## config.mk

```make
export PLATFORM = sky130hd
export DESIGN_NAME = ext_irq_agg
export DESIGN_NICKNAME = d
export VERILOG_FILES = /design/src/rtl/ext_irq_pkg.sv /design/src/rtl/irq_sync.sv /design/src/rtl/irq_route.sv /design/src/rtl/irq_bank.sv /design/src/rtl/ext_irq_agg.sv
export SDC_FILE = /design/constraint.sdc
export NUM_CORES = 1
export LEC_CHECK = 0
export BUFFER_PORTS_ARGS = -buffer_cell sky130_fd_sc_hd__buf_2
export CAP_MARGIN = 0
export CORE_AREA = 2 2 305 307
export CTS_CLUSTER_SIZE = 10
export DETAILED_ROUTE_END_ITERATION = 10
export DIE_AREA = 0 0 307 309
export SYNTH_ARGS = -nofsm -noshare
export SYNTH_HDL_FRONTEND = slang
export SYNTH_SLANG_ARGS = --single-unit
```

## constraint.sdc

```tcl
create_clock -name clk_i -period 1.6 [get_ports clk_i]
set_input_delay 0.16 -clock clk_i [delete_from_list [all_inputs] [get_ports clk_i]]
set_output_delay 0.16 -clock clk_i [all_outputs]
set_load 0.02 [all_outputs]
```

## src/rtl/ext_irq_pkg.sv

```systemverilog
package ext_irq_pkg;
  localparam int unsigned LPB    = 32;
  localparam int unsigned BUS_W  = 32;
  localparam int unsigned ADDR_W = 15;

  typedef enum logic [1:0] {
    KIND_STAT  = 2'd0,
    KIND_SENSE = 2'd1,
    KIND_MASK  = 2'd2,
    KIND_NONE  = 2'd3
  } reg_kind_e;

  typedef struct packed {
    logic      hit;
    logic      is_vec;
    reg_kind_e kind;
    logic [1:0] bank;
    logic [4:0] line;
  } dec_t;

  function automatic dec_t addr_decode(input logic [ADDR_W-1:0] a, input int unsigned nb);
    dec_t d;
    d = '0;
    d.kind = KIND_NONE;
    if (a[14:12] == 3'd0) begin
      d.kind = reg_kind_e'(a[7:6]);
      d.bank = a[4:3];
      d.hit  = (a[11:8] == 4'd0) && !a[5] && (a[2:0] == 3'd0) && (d.kind != KIND_NONE);
    end else begin
      d.is_vec = 1'b1;
      d.bank   = 2'(a[14:12] - 3'd1);
      d.line   = a[6:2];
      d.hit    = (a[14:12] <= 3'd4) && (a[11:7] == 5'd0) && (a[1:0] == 2'd0);
    end
    if (32'(d.bank) >= nb) d.hit = 1'b0;
    return d;
  endfunction
endpackage

```

## src/rtl/irq_sync.sv

```systemverilog
module irq_sync #(
  parameter int unsigned W = 32
) (
  input  logic         clk_i,
  input  logic         rst_ni,
  input  logic [W-1:0] d_i,
  output logic [W-1:0] q_o,
  output logic [W-1:0] rise_o
);
  logic [W-1:0] s1_q, s2_q, s3_q;

  always_ff @(posedge clk_i or negedge rst_ni) begin
    if (!rst_ni) begin
      s1_q <= '0;
      s2_q <= '0;
      s3_q <= '0;
    end else begin
      s1_q <= d_i;
      s2_q <= s1_q;
      s3_q <= s2_q;
    end
  end

  assign q_o    = s2_q;
  assign rise_o = s2_q & ~s3_q;
endmodule

```

## src/rtl/irq_route.sv

```systemverilog
module irq_route #(
  parameter int unsigned LINES       = 32,
  parameter int unsigned NUM_THREADS = 4,
  parameter int unsigned VEC_W       = 3
) (
  input  logic [LINES-1:0]       act_i,
  input  logic [LINES*VEC_W-1:0] vec_i,
  output logic [NUM_THREADS-1:0] req_o
);
  always_comb begin
    req_o = '0;
    for (int i = 0; i < LINES; i++) begin
      for (int t = 0; t < NUM_THREADS; t++) begin
        if (act_i[i] && (vec_i[i*VEC_W +: VEC_W] == VEC_W'(t + 1))) req_o[t] = 1'b1;
      end
    end
  end
endmodule

```

## src/rtl/irq_bank.sv

```systemverilog
module irq_bank
  import ext_irq_pkg::*;
#(
  parameter int unsigned NUM_THREADS = 4,
  parameter int unsigned VEC_W       = 3
) (
  input  logic                   clk_i,
  input  logic                   rst_ni,
  input  logic [LPB-1:0]         lvl_i,
  input  logic [LPB-1:0]         rise_i,
  input  logic                   wr_stat_i,
  input  logic                   wr_sense_i,
  input  logic                   wr_mask_i,
  input  logic                   wr_vec_i,
  input  logic [4:0]             line_i,
  input  logic [BUS_W-1:0]       wdata_i,
  output logic [LPB-1:0]         stat_o,
  output logic [LPB-1:0]         sense_o,
  output logic [LPB-1:0]         mask_o,
  output logic [LPB*VEC_W-1:0]   vec_o,
  output logic [NUM_THREADS-1:0] req_o
);
  logic [LPB-1:0]       stat_q, stat_d, frc_q, frc_d, sense_q, mask_q, sw1;
  logic [LPB*VEC_W-1:0] vec_q;

  assign sw1 = wr_stat_i ? wdata_i : '0;

  always_comb begin
    for (int i = 0; i < LPB; i++) begin
      if (sense_q[i]) begin
        // force holds until a cycle with the input low
        frc_d[i]  = sw1[i] | (frc_q[i] & lvl_i[i]);
        stat_d[i] = lvl_i[i] | frc_d[i];
      end else begin
        // hardware set wins over a same-cycle toggle
        frc_d[i]  = 1'b0;
        stat_d[i] = rise_i[i] | (stat_q[i] ^ sw1[i]);
      end
    end
  end

  always_ff @(posedge clk_i or negedge rst_ni) begin
    if (!rst_ni) begin
      stat_q  <= '0;
      frc_q   <= '0;
      sense_q <= '0;
      mask_q  <= '0;
      vec_q   <= '0;
    end else begin
      stat_q <= stat_d;
      frc_q  <= frc_d;
      if (wr_sense_i) sense_q <= wdata_i;
      if (wr_mask_i)  mask_q  <= wdata_i;
      for (int i = 0; i < LPB; i++) begin
        if (wr_vec_i && (line_i == 5'(i))) vec_q[i*VEC_W +: VEC_W] <= wdata_i[VEC_W-1:0];
      end
    end
  end

  irq_route #(
    .LINES      (LPB),
    .NUM_THREADS(NUM_THREADS),
    .VEC_W      (VEC_W)
  ) u_route (
    .act_i(stat_q & mask_q),
    .vec_i(vec_q),
    .req_o(req_o)
  );

  assign stat_o  = stat_q;
  assign sense_o = sense_q;
  assign mask_o  = mask_q;
  assign vec_o   = vec_q;
endmodule

```

## src/rtl/ext_irq_agg.sv

```systemverilog
module ext_irq_agg
  import ext_irq_pkg::*;
#(
  parameter int unsigned NUM_BANKS   = 2,
  parameter int unsigned NUM_THREADS = 4
) (
  input  logic                       clk_i,
  input  logic                       rst_ni,
  input  logic [NUM_BANKS*LPB-1:0]   irq_i,
  input  logic                       req_i,
  input  logic                       we_i,
  input  logic [ADDR_W-1:0]          addr_i,
  input  logic [BUS_W-1:0]           wdata_i,
  output logic [BUS_W-1:0]           rdata_o,
  output logic [NUM_THREADS-1:0]     trig_n_o
);
  localparam int unsigned NUM_LINES = NUM_BANKS * LPB;
  localparam int unsigned VEC_W     = $clog2(NUM_THREADS + 1);

  logic [NUM_LINES-1:0] sync_all, rise_all, stat_all, sense_all, mask_all;
  logic [NUM_LINES*VEC_W-1:0] vec_all;

  logic [NUM_BANKS-1:0][LPB-1:0]         stat_b, sense_b, mask_b;
  logic [NUM_BANKS-1:0][LPB*VEC_W-1:0]   vec_b;
  logic [NUM_BANKS-1:0][NUM_THREADS-1:0] req_b;
  logic [NUM_THREADS-1:0] any_req;
  logic [BUS_W-1:0] rd_val;
  logic wr_hit;
  dec_t dec;

  assign dec    = addr_decode(addr_i, NUM_BANKS);
  assign wr_hit = req_i && we_i && dec.hit;

  irq_sync #(.W(NUM_LINES)) u_sync (
    .clk_i (clk_i),
    .rst_ni(rst_ni),
    .d_i   (irq_i),
    .q_o   (sync_all),
    .rise_o(rise_all)
  );

  for (genvar b = 0; b < NUM_BANKS; b++) begin : g_bank
    logic sel;
    assign sel = wr_hit && (dec.bank == 2'(b));

    irq_bank #(
      .NUM_THREADS(NUM_THREADS),
      .VEC_W      (VEC_W)
    ) u_bank (
      .clk_i     (clk_i),
      .rst_ni    (rst_ni),
      .lvl_i     (sync_all[b*LPB +: LPB]),
      .rise_i    (rise_all[b*LPB +: LPB]),
      .wr_stat_i (sel && !dec.is_vec && (dec.kind == KIND_STAT)),
      .wr_sense_i(sel && !dec.is_vec && (dec.kind == KIND_SENSE)),
      .wr_mask_i (sel && !dec.is_vec && (dec.kind == KIND_MASK)),
      .wr_vec_i  (sel && dec.is_vec),
      .line_i    (dec.line),
      .wdata_i   (wdata_i),
      .stat_o    (stat_b[b]),
      .sense_o   (sense_b[b]),
      .mask_o    (mask_b[b]),
      .vec_o     (vec_b[b]),
      .req_o     (req_b[b])
    );
  end

  assign stat_all  = stat_b;
  assign sense_all = sense_b;
  assign mask_all  = mask_b;
  assign vec_all   = vec_b;

  always_comb begin
    any_req = '0;
    for (int b = 0; b < NUM_BANKS; b++) any_req |= req_b[b];
  end
  assign trig_n_o = ~any_req;

  always_comb begin
    rd_val = '0;
    if (dec.hit) begin
      for (int b = 0; b < NUM_BANKS; b++) begin
        if (dec.bank == 2'(b)) begin
          if (dec.is_vec) begin
            rd_val = BUS_W'(vec_b[b][32'(dec.line)*VEC_W +: VEC_W]);
          end else begin
            case (dec.kind)
              KIND_STAT:  rd_val = stat_b[b];
              KIND_SENSE: rd_val = sense_b[b];
              KIND_MASK:  rd_val = mask_b[b];
              default:    rd_val = '0;
            endcase
          end
        end
      end
    end
  end

  always_ff @(posedge clk_i or negedge rst_ni) begin
    if (!rst_ni)               rdata_o <= '0;
    else if (req_i && !we_i)   rdata_o <= rd_val;
  end
endmodule

```

# Yosys cells after proc, flatten, opt, wreduce, memory -nomap -nowiden
# Cells that the tools add are included.
# Widths: inputs -> output; s select.
# word_totals
input_bits	115
elab_cells	1448
ff_bits	672
output_inout_bits	36
# classes
n_addsub	1
n_reduce_logical	350
mul	1
n_lt_le_gt_ge	2
n_mux	399
shift	2
eq_ne	291
bitwise	326
# op_table
op	count
$mux 1	387
$eq 3x2->1 const B	128
$logic_and 1x1->1	340
$mux 32	7
$eq 3x1->1 const B	64
$eq 3x3->1 const B	64
$or 1x1->1	192
$pmux 32 s3	2
$shiftx 96x8->3	2
$eq 5x5->1 const B	16
$and 1x1->1	64
$and 32x32->32	2
$and 64x64->64	1
$not 64->64	1
$xor 1x1->1	64
$eq 5x4->1 const B	8
$eq 5x3->1 const B	4
$eq 5x2->1 const B	2
$logic_not 5->1	2
$mul 5x2->7 const B	1
$logic_not 2->1	3
$logic_not 3->1	2
$eq 5x1->1 const B	1
$mux 5	1
other kinds (11)	14

# Logic depth before layout (Yosys ltp)
# Gate-level depths: netlist of the first run.
# logic_depth
depth_word	36
ltp_mapped	13
ltp_nobuf	9

# Cells and area by module
# A second synthesis of the first run with hierarchy kept.
# unflattened
cells_unflattened	2580
area_unflattened_um2	29827.4
# by_module_without_submodules
mod	n_inst	seq_area_each_um2	cells_each	area_per_inst_um2
irq_bank	2	4804.6	613	8112.8
irq_sync	1	4804.6	256	5685.5
ext_irq_agg	1	800.8	716	4943.5
irq_route	2	0.0	191	1486.4

# Worst setup path after synthesis of the first run
# OpenSTA, ideal clock, no wires.
# synth_timing
kind	register -> output
start	register g_bank[1].u_bank.stat_q[1]
end	output port trig_n_o[1]
path_stages_with_launch	8
t_required_ns	1.440
path_buffers	0
arrival_ns	2.114
slack_ns	-0.674
path_cell_list	dfrtp_1 -> nand2_1 -> nor3_1 -> a2111oi_0 -> nand3_1 -> nor4_1 -> nand4_1 -> nor4_1
# synth_via
elab_chain_len	35
# synth_lines
item	line	text
start, declared	irq_bank.sv:23	logic [LPB-1:0] stat_q, stat_d, frc_q, frc_d, sense_q, mask_q, sw1;
start signal, assigned	irq_bank.sv:50	stat_q <= stat_d;
$and 32x32->32	irq_bank.sv:65	.act_i(stat_q & mask_q),
$logic_and 1x1->1	irq_route.sv:14	if (act_i[i] && (vec_i[i*VEC_W +: VEC_W] == VEC_W'(t + 1))) req_o[t] = 1'b1;
$mux 1 (31 in a row)	irq_route.sv:14	
$or 4x4->4	ext_irq_agg.sv:75	for (int b = 0; b < NUM_BANKS; b++) any_req |= req_b[b];
$not 4->4	ext_irq_agg.sv:77	assign trig_n_o = ~any_req;
end, declared	ext_irq_agg.sv:15	output logic [NUM_THREADS-1:0] trig_n_o
# No other way between the ends.

# Final worst setup path of the first run
# layout_timing
start	register g_bank[0].u_bank.stat_q[10]
end	output port trig_n_o[3]
# layout_via
elab_chain_len	26
# layout_lines
item	line
start, declared	irq_bank.sv:23
start signal, assigned	irq_bank.sv:50
$and 32x32->32	irq_bank.sv:65
$logic_and 1x1->1	irq_route.sv:14
$mux 1 (22 in a row)	irq_route.sv:14
$or 4x4->4	ext_irq_agg.sv:75
$not 4->4	ext_irq_agg.sv:77
# No other way between the ends.

==> results of run 1 <==
==> layout make-up <==
type | instances | area (um^2) | area share (%)
multi-input combinational | 1817 | 14900 | 34.7
timing repair buffer | 1047 | 8940 | 20.8
clock inverter | 10 | 92.6 | 0.215
sequential | 608 | 15200 | 35.4
clock buffer | 87 | 1930 | 4.49
inverter | 105 | 404 | 0.940
tap | 1186 | 1480 | 3.45
==> synth_stat cells, types with 13 or more instances <==
library cell / n
inv_1: 105
o22ai_1: 60
nor4b_1: 70
nand3_1: 93
o21ai_0: 156
a31oi_1: 23
mux2i_1: 109
a22oi_1: 34
nand2_2: 19
clkbuf_1: 59
nor3_1: 42
nand2b_1: 19
nand3b_1: 72
nand2_1: 287
o211ai_1: 37
buf_4: 13
nand4_1: 21
nor2_1: 143
mux2_1: 34
a32oi_1: 13
buf_2: 37
o221ai_1: 14
a21oi_1: 48
mux2_2: 294
nor3b_1: 17
a21bo_2: 31
nor2b_1: 40
dfrtp_1: 608
nor4_1: 36
==> metrics by stage <==
stage / hold WS (ns) / instance area (um^2)
4_1_cts: 0.0812 / 41100
6_report: 0.0769 / 43000
3_3_place_gp: 0.0215 / 37200
5_1_grt: 0.103 / 43000
3_5_place_dp: 0.0210 / 37200
2_1_floorplan: -0.136 / 29300
==> power by group through the flow <==
stage	combinational [W]	sequential (W)	clock (W)
after CTS	0.00258	0.0157	0.0152
after detailed placement	0.00231	0.0160	0
after global routing	0.00289	0.0158	0.0158
final	0.00272	0.0157	0.0149
after floorplan	0.000831	0.0160	0
after global placement	0.00232	0.0160	0
==> how the worst max path moves through the flow <==
| stage | end | slack (ns) |
|---|---|---|
| CTS | trig_n_o[3] | -1.50 |
| global route | trig_n_o[1] | -1.54 |
| finish | trig_n_o[3] | -1.44 |
| detailed placement | trig_n_o[2] | -1.11 |
| global placement | trig_n_o[2] | -1.12 |
| floorplan | g_bank[0].u_bank.sense_o[1] | -0.48 |
==> placed cells by master (no fill, tap or decap), drive strengths merged, types with 5 or more instances in the layout <==
cell / instances
a2111oi: 12
a211oi: 6
a21bo: 31
a21oi: 48
a22oi: 34
a31oi: 25
a32oi: 13
and2: 8
buf: 942
clkbuf: 96
dfrtp: 608
dlygate4sd3: 96
inv: 112
mux2: 328
mux2i: 109
mux4: 5
nand2: 306
nand2b: 19
nand3: 94
nand3b: 72
nand4: 21
nor2: 143
nor2b: 40
nor3: 43
nor3b: 17
nor4: 39
nor4b: 70
o211ai: 37
o21ai: 157
o221ai: 14
o22ai: 60
o41ai: 5
or3: 5
or4: 6
==> cell families after synthesis <==
logic type / share of synthesized area (%)
adder cells (fa/ha/maj): 0.0430
AND/OR/NAND/NOR: 16.0
AO/OA/AOI/OAI: 11.0
buffers and inverters: 3.63
multiplexers: 16.8
flip-flops: 52.3
XOR/XNOR: 0.0904
==> timing repair <==
action / 4_1_cts / 5_1_grt
gates cloned: 5 / 9
hold buffers: 96 / 0
gates resized for setup: 167 / 323
endpoints found under the hold margin: 848 / 0
pin swaps: 43 / 106
endpoints found under the setup margin: 377 / 338
buffers inserted: 19 / 31
==> routing by layer <==
layer	part of all wire (%)	track usage, %	vias up
met4	5.6	12.7	4
met3	8.0	5.04	283
met2	44	38.9	1122
met5	0.025	0	-
li1	-	-	11677
met1	42	34.3	13160
==> registers in the layout (all words and copies together) (netlist names) <==
signal / flops
g_bank.u_bank.stat_o: 64
u_sync.s1_q: 64
g_bank.u_bank.vec_o: 192
u_sync.s3_q: 64
g_bank.u_bank.sense_o: 64
rdata_o: 32
g_bank.u_bank.mask_o: 64
u_sync.q_o: 64
==> worst register-to-register path, stage by stage (launching register included) <==
cell	delay (ns)
dfrtp_1	0.38
buf_6	0.14
buf_6	0.11
nand2b_4	0.12
mux4_2	0.50
a211o_1	0.29
nand4b_1	0.10
a31oi_1	0.09
a41o_1	0.23
==> results.cfg, run 1 <==
[status]
outcome = complete, but fails checks
failed_checks = setup timing

[clocking]
clkLatencyLatePin_ns = 0.64
root_buffer = clkbuf_16
cts_inserted_buffers = 73
clockBufferDepth = 3
h-tree-depth = 3
clkTransAtPathRegs_ns = 0.05
cts_tree = built
cts.sink_count = 608

[placed_design]
pre_cts_ws_ns = -1.11
routabilityCongestion = 1.10
dp_hpwl_um = 92000
dp.cells = 4612
numPortBuffers = 150

[worst_setup_path]
worstSetupStartpointType = flop
crit_top_cell = buf_4
reg2reg_from = g_bank[0].u_bank.vec_o[46]
cpPeakStageDelay_ns = 0.98
crit_start = g_bank[0].u_bank.stat_o[10]
cp.required_ns = 1.44
critical_path.top_delay_family = simple AND/OR/NAND/NOR gates
cp_cell_sequence = nand2_2, buf_4, nor4b_1, a21oi_2, nand3_1, or4_4, nor4_4, buf_4
cp_max_fo = 2
crit_buf_inv = 2
r2r-end = rdata_o[1]
path_class = flop to output port
rr_worst_depth = 8
worst_setup_path_end_kind = output port
ff2ff_setup_slack_ns = -0.46
cp.arrival_ns = 2.88
cp_slowest_cell = nor4b_1
worst-path-stages = 8

[worst_hold_path]
hp-class = primary input to flop
min_path_cells = 4
hold-path-endpoint = g_bank[1].u_bank.stat_o[2]
hp-start = wdata_i[2]

[yosys]
synthCells = 2655
syn_avg_cell_area_um2 = 10.9
synth_ff_type = dfrtp_1
synth_edf_count = 0
yosys_warnings = 0
synth-seq-area-share_pct = 52.3
syn_area_um2 = 29100
synth_async_sr_flop_share_pct = 100
yosys.cell_types.count = 74
ys_ff_latch = 608
synth.area.top_cells = dfrtp_1 52%, mux2_2 11%, mux2i_1 3.8%
synth_largest_type_area_fraction_pct = 52.3
syn_nets = 2771
synth_area_leader_cell = dfrtp_1

[route]
drc = 0
via_count = 26246
wl_per_cell_um = 25.8
drt_iter0_markers = 2457
wl_um = 125000
ant_nets = 0
first_pass_iters = 6
vias_per_cell = 5.40

[floorplanning]
start_util_pct = 31.8
rows = 111
die_area_um2 = 94900
pin_count = 151
coreArea_um2 = 91400
chipHeight_um = 309
chipWidth_um = 307

[power]
power.net_switching_w = 0.00816
sw_frac_of_total_pct = 24.5
power_w = 0.0333
p_clk_share_pct = 44.6
p_leak_nw = 20.3
p_int_w = 0.0252
pwr-share-comb_pct = 8.2
p_seq_share_pct = 47.2
power.density_nw_per_um2 = 775
peakVddDrop_uv = 955

[layout]
fillCellCount = 8336
syn_to_final_growth_pct = 47.9
drive_gt1_share_pct = 45.9
fin_util_pct = 47.0
stdcell_count = 4860
nNetsFinal = 3768
num_antenna_cells = 0

[sta]
fmax_mhz = 329
max-slew-margin-rel_pct = 2.93
fin_crit_ns = 3.04
maxSlewViolCount = 0
hold_viol = 0
setup_tns_ns = -38.45
skew_ns = 0.0228
rsz0062_at_grt = yes
worst_pin_slew_ns = 1.44
fin_crit_sh_pct = 190
setup_violations = 312
final.setup.worst_slack_ns = -1.44

[grt]
antenna_found_initial = 2
overflow = 0
grt_pass1_wl_um = 177000
track_usage_pct = 25.4
grt_max_degree = 84
grt_pass1_vias = 26176

[flow_run]
drv_cap = 0
Note: power is estimated with default switching activity, not from simulation.
==> run 2: changes to the inputs <==
MAX_ROUTING_LAYER = met4   (was not set)
==> run 2 against run 1 <==
Against the previous run:
- the flow finishes with violations (DRC, setup timing)
- power is 2.5% higher
- combinational power hardly changed
- first-iteration DRC count is 4.4% lower
- clock skew is 0.0024 ns higher
- count of clock-buffer cells in the layout is 4 higher
- final cell count is 0.53% higher
- setup slack worse by 0.092 ns
- critical path depth is 1 higher
- non-clock buffer count is 16 higher
- final area is 1.6% higher
- critical endpoint is now trig_n_o[0]
==> results.cfg, run 2 (synthesized netlist as in run 1, its figures left out) <==
[sta]
fin_crit_ns = 3.13
worst_pin_slew_ns = 1.08
hold_viol = 0
final.setup.worst_slack_ns = -1.53
max-slew-margin-rel_pct = 27.3
rsz0062_at_grt = yes
setup_violations = 419
fmax_mhz = 319
hold_slack_ns = 0.0474
fin_crit_sh_pct = 196
maxSlewViolCount = 0
setup_tns_ns = -102.49
skew_ns = 0.0252

[route]
ant_nets = 0
drt_iter0_markers = 2350
drc = 1
vias_per_cell = 5.40
wl_per_cell_um = 26.6
first_pass_iters = 9
wl_um = 130000
via_count = 26374

[layout]
final_common_cell = buf_4
drive_gt1_share_pct = 47.0
syn_to_final_growth_pct = 50.3
fin_area_um2 = 43700
largest_reg_flops = 192
mostFrequentLayoutCells = 686 x buf_4, 606 x dfrtp_1, 249 x mux2_2, 188 x nand2_1, 140 x buf_2
nNetsFinal = 3785

[placed_design]
dp_hpwl_um = 94700
numPortBuffers = 150
placed_area_um2 = 37200
routabilityCongestion = 1.11

[power]
peakVddDrop_uv = 946
p_seq_share_pct = 46.1
power.density_nw_per_um2 = 781
pwr-share-comb_pct = 8.0
p_int_w = 0.0257
power.net_switching_w = 0.00845
p_clk_share_pct = 45.9
p_leak_nw = 20.7
sw_frac_of_total_pct = 24.8

[worst_setup_path]
cp.arrival_ns = 2.97
path_class = flop to output port
worst_setup_path_end_kind = output port
cp.required_ns = 1.44
worstSetupStartpointType = flop
cp_max_fo = 2
ff2ff_setup_slack_ns = -0.44

[grt]
use_met2_pct = 41.3
grt_pass1_wl_um = 183000
gr-usage-met3_pct = 4.82
busiest_layer = met2
track_usage_pct = 27.3
grt_pass1_vias = 26415
grtUsageMet1_pct = 36.2
antenna_found_initial = 3
overflow = 0
grt_max_degree = 77

[clocking]
clkLatencyLatePin_ns = 0.66
cts_inserted_buffers = 75
root_buffer = clkbuf_16
clkTransAtPathRegs_ns = 0.05
cts_tree = built
cts.sink_count = 608
h-tree-depth = 3
clockBufferDepth = 3

[floorplanning]
die_area_um2 = 94900
chipHeight_um = 309
pin_count = 151
rows = 111
coreArea_um2 = 91400
chipWidth_um = 307
start_util_pct = 31.8

[status]
outcome = complete, but fails checks
failed_checks = DRC, setup timing

[flow_run]
drv_cap = 0

[worst_hold_path]
hp-class = primary input to asynchronous set/reset pin
run 2: cell count changes in the layout (fill, tap and decap cells not counted), moves of 7 or more:
cell | before | now
nand2_1 | 198 | 188
nand2_4 | 48 | 57
mux2_2 | 257 | 249
buf_4 | 694 | 686
o21ai_0 | 149 | 137
mux2_4 | 71 | 79
buf_6 | 34 | 52
nand3_1 | 61 | 54
run 2: stage by stage:
stage / power [W] / instances / utilization, % / worst slack, ns
finish: 0.0341 / 4886 / 47.8 / -1.53
floorplan: 0.0168 / 2655 / - / -0.479
global route: 0.0353 / 4886 / 47.8 / -1.60
detailed placement: 0.0183 / 4612 / 40.7 / -1.21
CTS: 0.0343 / 4840 / 46.0 / -1.59
global placement: 0.0183 / 4612 / 40.7 / -1.20
run 2: path summary, 6_finish.rpt:
| kind | from | cells past startpoint | end |
|---|---|---|---|
| max in group asynchronous | rst_ni | 3 | g_bank[0].u_bank.vec_o[24] |
| min in group clk_i | wdata_i[1] | 3 | g_bank[1].u_bank.stat_o[1] |
| hold / removal | rst_ni | 2 | g_bank[0].u_bank.vec_o[55] |
| setup reg to reg | g_bank[0].u_bank.vec_o[40] | 6 | rdata_o[1] |
| setup / recovery | g_bank[1].u_bank.stat_o[6] | 9 | trig_n_o[0] |
| hold reg to reg | u_sync.s1_q[45] | 0 | u_sync.q_o[45] |
run 2: per-layer routing:
metal  vias to the layer above  wire (um)
met5                         -          0
met2                       980      57900
li1                      11697          -
met1                     13430      56100
met3                       267       8950
met4                         0       6780
run 2: area by class of cell:
class / count / area (um^2)
Clock inverter: 14 / 180
Antenna cell: 3 / 7.51
Multi-Input combinational cell: 1816 / 15200
Inverter: 105 / 402
Timing Repair Buffer: 1063 / 9220
Sequential cell: 608 / 15200
Fill cell: 8211 / 47700
Clock buffer: 91 / 2010
Tap cell: 1186 / 1480
run 2: critical path, stage by stage, from the launching register on:
cell and delay (ns):
dfrtp_1 0.38, nand2_2 0.10, buf_12 0.13, nor4b_4 0.07, or4_4 0.61, a311oi_2 0.24
o2111ai_2 0.17, nor4_4 0.32, buf_4 0.18, buf_6 0.11
run 2: timing repair:
item	4_1_cts	5_1_grt
gates resized for setup	309	286
cloned	9	10
endpoints found under the setup margin	395	412
buffers inserted	28	49
hold endpoints to repair	846	0
pin swaps	69	114
hold buffers	95	0
run 2: power groups by stage:
stage / registers, W / clock network (W) / logic, W
after detailed placement: 0.0160 / 0 / 0.00231
final: 0.0157 / 0.0157 / 0.00274
after global placement: 0.0160 / 0 / 0.00232
after global routing: 0.0158 / 0.0166 / 0.00289
after CTS: 0.0157 / 0.0160 / 0.00259
after floorplan: 0.0160 / 0 / 0.000831
